**src/rtl/adc_ctl_pkg.sv**
```systemverilog
package adc_ctl_pkg;
    typedef enum logic [1:0] {
        ST_IDLE = 2'd0,
        ST_CONV = 2'd1,
        ST_DONE = 2'd2
    } conv_st_e;
endpackage

```
**src/rtl/adc_ctl_sync.sv**
```systemverilog
module adc_ctl_sync #(
    parameter int          W       = 2,
    parameter logic [W-1:0] RST_VAL = '1
) (
    input  logic         clk,
    input  logic         rst_n,
    input  logic [W-1:0] din,
    output logic [W-1:0] dout
);
    typedef struct packed {
        logic [W-1:0] s1;
        logic [W-1:0] s2;
    } sync_t;

    sync_t sy_d, sy_q;

    always_comb begin
        sy_d    = sy_q;
        sy_d.s1 = din;
        sy_d.s2 = sy_q.s1;
    end

    always_ff @(posedge clk or negedge rst_n) begin
        if (!rst_n) sy_q <= '{s1: RST_VAL, s2: RST_VAL};
        else        sy_q <= sy_d;
    end

    assign dout = sy_q.s2;
endmodule

```
**src/rtl/adc_ctl_seq.sv**
```systemverilog
module adc_ctl_seq
    import adc_ctl_pkg::*;
#(
    parameter int DW          = 12,
    parameter int CONV_CYCLES = 80
) (
    input  logic          clk,
    input  logic          rst_n,
    input  logic          cmd_n,
    input  logic [DW-1:0] sample_i,
    output logic          busy_o,
    output logic          load_o,
    output logic [DW-1:0] load_data_o,
    output logic          load_ok_o
);
    localparam int CW = $clog2(CONV_CYCLES + 2);
    localparam logic [CW-1:0] CNT_TOP = CW'(CONV_CYCLES - 1);

    typedef struct packed {
        conv_st_e      st;
        logic [CW-1:0] cnt;
        logic [DW-1:0] hold;
        logic          ok;
        logic          after_done;
        logic          cmd_prev;
    } seq_t;

    seq_t sq_d, sq_q;
    logic fall;

    always_comb begin
        sq_d            = sq_q;
        sq_d.cmd_prev   = cmd_n;
        sq_d.after_done = 1'b0;
        load_o          = 1'b0;
        fall            = sq_q.cmd_prev & ~cmd_n;
        unique case (sq_q.st)
            ST_IDLE: begin
                if (fall || (sq_q.after_done && !cmd_n)) begin
                    sq_d.st   = ST_CONV;
                    sq_d.cnt  = CNT_TOP;
                    sq_d.hold = sample_i;
                    sq_d.ok   = fall;
                end
            end
            ST_CONV: begin
                if (sq_q.cnt == '0) begin
                    sq_d.st = ST_DONE;
                    load_o  = 1'b1;
                end else begin
                    sq_d.cnt = sq_q.cnt - 1'b1;
                end
            end
            ST_DONE: begin
                sq_d.st         = ST_IDLE;
                sq_d.after_done = 1'b1;
            end
            default: sq_d.st = ST_IDLE;
        endcase
    end

    always_ff @(posedge clk or negedge rst_n) begin
        if (!rst_n) begin
            sq_q <= '{st: ST_IDLE, cnt: '0, hold: '0, ok: 1'b0,
                      after_done: 1'b0, cmd_prev: 1'b1};
        end else begin
            sq_q <= sq_d;
        end
    end

    assign busy_o      = (sq_q.st == ST_IDLE);
    assign load_data_o = sq_q.hold;
    assign load_ok_o   = sq_q.ok;

    // checker-side count of consecutive busy-low clocks
    logic [CW:0] low_len_q;
    always_ff @(posedge clk or negedge rst_n) begin
        if (!rst_n)       low_len_q <= '0;
        else if (!busy_o) low_len_q <= low_len_q + 1'b1;
        else              low_len_q <= '0;
    end

    AST_BUSY_WINDOW: assert property (@(posedge clk) disable iff (!rst_n)
        !busy_o |-> (low_len_q <= (CW+1)'(CONV_CYCLES)));
    AST_BUSY_LENGTH: assert property (@(posedge clk) disable iff (!rst_n)
        $rose(busy_o) |-> (low_len_q == (CW+1)'(CONV_CYCLES + 1)));
endmodule

```
**src/rtl/adc_ctl_bus.sv**
```systemverilog
module adc_ctl_bus #(
    parameter int DW = 12,
    parameter int BW = 16
) (
    input  logic          oe_en,
    input  logic          byte_sel,
    input  logic [DW-1:0] res,
    output logic [BW-1:0] bus_out
);
    localparam int HB = BW / 2;      // lines per half
    localparam int LB = DW - HB;     // low-order result bits

    logic [BW-1:0] lay_lo, lay_hi;

    for (genvar i = 0; i < HB; i++) begin : g_upper
        assign lay_lo[i]      = res[DW-1-i];
        assign lay_hi[HB + i] = res[DW-1-i];
    end
    for (genvar j = 0; j < HB; j++) begin : g_lower
        if (j < LB) begin : g_bit
            assign lay_lo[HB + j] = res[LB-1-j];
            assign lay_hi[j]      = res[LB-1-j];
        end else begin : g_pad
            assign lay_lo[HB + j] = 1'b0;
            assign lay_hi[j]      = 1'b0;
        end
    end

    assign bus_out = !oe_en ? '0 : (byte_sel ? lay_hi : lay_lo);
endmodule

```
**src/rtl/adc_bus_ctl.sv**
```systemverilog
module adc_bus_ctl #(
    parameter int DW          = 12,
    parameter int BW          = 16,
    parameter int CONV_CYCLES = 80
) (
    input  logic          clk,
    input  logic          rst_n,
    input  logic          cs_n,
    input  logic          rd_cnv,
    input  logic          byte_sel,
    input  logic [DW-1:0] sample_in,
    output logic          busy,
    output logic [BW-1:0] bus_out,
    output logic          bus_oe,
    output logic          res_valid
);
    typedef struct packed {
        logic [DW-1:0] res;
        logic          ok;
    } res_t;

    logic [1:0]    ctl_s;
    logic          cs_s, rc_s, cmd_n;
    logic          load;
    logic          load_ok;
    logic [DW-1:0] load_data;
    res_t          rs_d, rs_q;

    adc_ctl_sync #(.W(2), .RST_VAL(2'b11)) u_sync (
        .clk  (clk),
        .rst_n(rst_n),
        .din  ({cs_n, rd_cnv}),
        .dout (ctl_s)
    );

    assign cs_s  = ctl_s[1];
    assign rc_s  = ctl_s[0];
    assign cmd_n = cs_s | rc_s;

    adc_ctl_seq #(.DW(DW), .CONV_CYCLES(CONV_CYCLES)) u_seq (
        .clk        (clk),
        .rst_n      (rst_n),
        .cmd_n      (cmd_n),
        .sample_i   (sample_in),
        .busy_o     (busy),
        .load_o     (load),
        .load_data_o(load_data),
        .load_ok_o  (load_ok)
    );

    always_comb begin
        rs_d = rs_q;
        if (load) begin
            rs_d.res = load_data;
            rs_d.ok  = load_ok;
        end
    end

    always_ff @(posedge clk or negedge rst_n) begin
        if (!rst_n) rs_q <= '{res: '0, ok: 1'b0};
        else        rs_q <= rs_d;
    end

    assign bus_oe    = ~cs_s & rc_s;
    assign res_valid = rs_q.ok;

    adc_ctl_bus #(.DW(DW), .BW(BW)) u_bus (
        .oe_en   (bus_oe),
        .byte_sel(byte_sel),
        .res     (rs_q.res),
        .bus_out (bus_out)
    );

    AST_OE_DECODE: assert property (@(posedge clk) disable iff (!rst_n)
        bus_oe |-> (!$past(cs_n, 2) && $past(rd_cnv, 2)));
    AST_RESULT_HOLD: assert property (@(posedge clk) disable iff (!rst_n)
        !$stable(rs_q.res) |-> $past(load));
    AST_FLAG_ON_LOAD: assert property (@(posedge clk) disable iff (!rst_n)
        !$stable(res_valid) |-> $past(load));
endmodule

```
**config.mk**
```make
export PLATFORM = sky130hd
export DESIGN_NAME = adc_bus_ctl
export DESIGN_NICKNAME = d
export VERILOG_FILES = /design/src/rtl/adc_ctl_pkg.sv /design/src/rtl/adc_ctl_sync.sv /design/src/rtl/adc_ctl_seq.sv /design/src/rtl/adc_ctl_bus.sv /design/src/rtl/adc_bus_ctl.sv
export SDC_FILE = /design/constraint.sdc
export NUM_CORES = 1
export LEC_CHECK = 0
export ABC_AREA = 1
export CAP_MARGIN = 20
export CORE_UTILIZATION = 55
export CTS_BUF_LIST = sky130_fd_sc_hd__clkbuf_16
export CTS_CLUSTER_DIAMETER = 100
export CTS_CLUSTER_SIZE = 20
export DETAILED_ROUTE_END_ITERATION = 8
export GPL_ROUTABILITY_DRIVEN = 0
export PLACE_DENSITY = 0.86
export SLEW_MARGIN = 15
export SYNTH_ARGS = -nofsm -noshare
export SYNTH_HDL_FRONTEND = slang
export SYNTH_SLANG_ARGS = --single-unit
```
**constraint.sdc**
```tcl
create_clock -name clk -period 3.8 [get_ports clk]
set_input_delay 0.95 -clock clk [delete_from_list [all_inputs] [get_ports clk]]
set_output_delay 0.95 -clock clk [all_outputs]
set_load 0.005 [all_outputs]
```
==> out/results.ini <==
[place]
place_hpwl_um=2586
port-buffer-count=35
dp.cells=286

[sta]
hold_viol=0
setup_tns_ps=0
worst_pin_slew_ps=891.0
fmax_mhz=285.8
period_share_pct=92.08
rsz0062_at_grt=false
slew_viol_final=0
slew_headroom_pct=40.60
skew_ps=5.290
setup_viol=0
final.min_clock_period_ps=3499

[worst_hold_path]
hold_path_end=u_sync.dout[0]$_DFF_PN1_
hold_class=reg2reg
min_from=u_sync.sy_d[0]$_DFF_PN1_
hold_depth=0

[grt]
grtUsageTotal_pct=25.49
antenna_found_initial=0
grt_max_degree=42
grt_pass1_vias=1489
grt_first_pass_wirelength_um=6637
globalRouteOverflowTotal=0

[pwr]
p_sw_share_pct=32.64
p_leak_nw=1.131
p_per_area_mw_per_mm2=730.1
power_frac_seq_pct=39.7
irDropWorstVdd_mv=0.5532
p_sw_uw=579.3
pwr-share-clk_pct=30.5
internal_power_mw=1.196
pwr-share-comb_pct=29.8

[logic_synthesis]
ys_seq_area_share_pct=54.49
synth_top_family_by_area=simple AND/OR/NAND/NOR gates
ys_types=26
synth_fp_nets=232
synth_fa_ha_area_share_pct=1.321
synth_xor_area_share_pct=0.4624
synth_top_area_share_pct=47.56
synth.avg_cell_area_um2=8.894
yosys.area.top_type=dfrtp_1
netlist_area_mm2=0.001894
synth_mux_area_share_pct=0
ys_warn_count=0
synth-seq-cells=41
synth_compound_area_share_pct=10.24
synth_area_leaders=dfrtp_1, nand2_1, dfstp_2
synth-simple-area-share_pct=24.44
syn_inst=213

[floorplanning]
fp-row-count=20
start_util_pct=60.08
die_width_um=60.69
core-area_mm2=0.003153
dieHeight_um=60.69
die-area_mm2=0.003683
ioPinCount=36

[final_layout]
n_fill_cell=232
drive_gt1_share_pct=17.60
final_cells=294
area_growth_pct=28.34
multiInputGateArea_um2=690.7
fin_nets=268
diodes=0
seqCellArea_mm2=0.001032

[route]
wl_um=4095
vias=1505
drc=0
dr.pass1.iters=4
avgViaCountPerCell=5.119
wl_per_cell_um=13.93
drt_iter0_markers=75
final_antenna_net_count=0

[clocking]
root_buffer=clkbuf_16
clock_path_buffers=2
cts_setup_buffers=0
numCtsBuffers=5
cts_htree_levels=2
postCtsHoldBufs=0
clk_latency_ps=280
clkSinkCount=41
path_clk_slew_ps=60
cts_tree=yes
cts_resized=0

[setup_path]
regToRegEndpoint=u_seq.load_data_o[5]$_DFFE_PN0P_
r2r.worst_path.cells=4
criticalPathCategory=in2out
cp.required_ps=2850
start_kind=input port
end_kind=primary output
r2r_start=u_seq.sq_q[0]$_DFF_PN1_
worst_ep_arrival_time_ps=2550
path_max_fanout=12
r2r_setup_slack_ps=2180

[outcome]
status=finished clean

[flow_run]
cap_violations=0

==> Yosys cell counts (all sizes together) <==
master and count:
clkinv 1, xnor2 1, nand2 70, o21ai 19, or2 1, nand4 2
o21a 1, nor2 23, o21bai 1, o22ai 8, inv 29, ha 2
buf 6, dfrtp 36, dfstp 5, nand3 8
==> power by group through the flow <==
stage          Sequential [mW]  Combinational, mW  Clock, mW
2_1_floorplan            0.684              0.375          0
3_3_place_gp             0.696              0.493          0
3_5_place_dp             0.706              0.515          0
4_1_cts                  0.703              0.530      0.546
5_1_grt                  0.719              0.592      0.568
6_report                 0.705              0.529      0.542
==> metal layers <==
| layer | global-route usage [%] | vias up | share of wire, % |
|---|---|---|---|
| met5 | 0 | - | 0 |
| met1 | 32.58 | 722 | 43 |
| met4 | 10.71 | 0 | 1.7 |
| met3 | 7.463 | 8 | 4.7 |
| met2 | 40.82 | 41 | 51 |
| li1 | - | 734 | - |
==> sequential cells by signal, summed over array words and instances (netlist names) <==
signal	count
u_seq.load_ok_o	1
rs_q	12
u_sync.sy_d	2
u_seq.sq_q	11
u_sync.dout	2
u_seq.load_data_o	12
res_valid	1
==> placed cells by master, fill, tap and decap left out, types with 2 or more instances in the layout <==
master / count
nand2_1: 59
dfrtp_1: 36
clkdlybuf4s50_1: 34
inv_1: 26
nor2_1: 18
nand2_2: 9
o21ai_2: 9
o22ai_1: 8
nand3_1: 7
nor2_2: 5
o21ai_0: 5
o21ai_1: 5
clkbuf_16: 5
dfstp_2: 5
inv_2: 3
nand2_4: 2
nand4_1: 2
ha_1: 2
bufinv_16: 2
==> critical path, stage by stage <==
cell             delay, ps
clkdlybuf4s50_1        420
inv_1                   60
nand2_1                260
o22ai_1                300
clkdlybuf4s50_1        570
==> stage by stage <==
| step | utilization (%) | total power, mW | hold WS (ps) | setup slack, ps | area, um^2 |
|---|---|---|---|---|---|
| floorplan | - | 1.059 | 345.2 | 1461 | 1894 |
| global placement | 71.07 | 1.188 | 346.1 | 424.8 | 2241 |
| detailed placement | 71.07 | 1.221 | 349.5 | 346.5 | 2241 |
| CTS | 77.10 | 1.779 | 357.8 | 318.1 | 2431 |
| global route | 77.10 | 1.880 | 358.7 | 224.8 | 2431 |
| finish | 77.10 | 1.775 | 356.7 | 301.0 | 2431 |
==> final cells by class <==
class / count / area share, %
Inverter: 30 / 4.838
Multi-Input combinational cell: 136 / 28.41
Clock inverter: 3 / 2.676
Timing Repair Buffer: 35 / 14.20
Tap cell: 44 / 2.265
Sequential cell: 41 / 42.46
Clock buffer: 5 / 5.147
==> logic make-up (layout without fill, tap and decap cells) <==
| logic type | Yosys count | after routing |
|---|---|---|
| fa+ha+maj | 2 | 2 |
| xor+xnor | 1 | 1 |
| simple gates | 104 | 104 |
| flops | 41 | 41 |
| buf+inv | 36 | 73 |
| compound gates | 29 | 29 |
==> worst max-delay path by stage <==
stage / slack (ps) / cells after the start / from / end
finish: 300 / 5 / byte_sel / bus_out[8]
global route: 220 / 5 / byte_sel / bus_out[8]
CTS: 320 / 5 / byte_sel / bus_out[8]
detailed placement: 350 / 5 / byte_sel / bus_out[10]
global placement: 420 / 4 / byte_sel / bus_out[1]
floorplan: 1460 / 4 / byte_sel / bus_out[10]
Power figures use the tool's default switching activity.
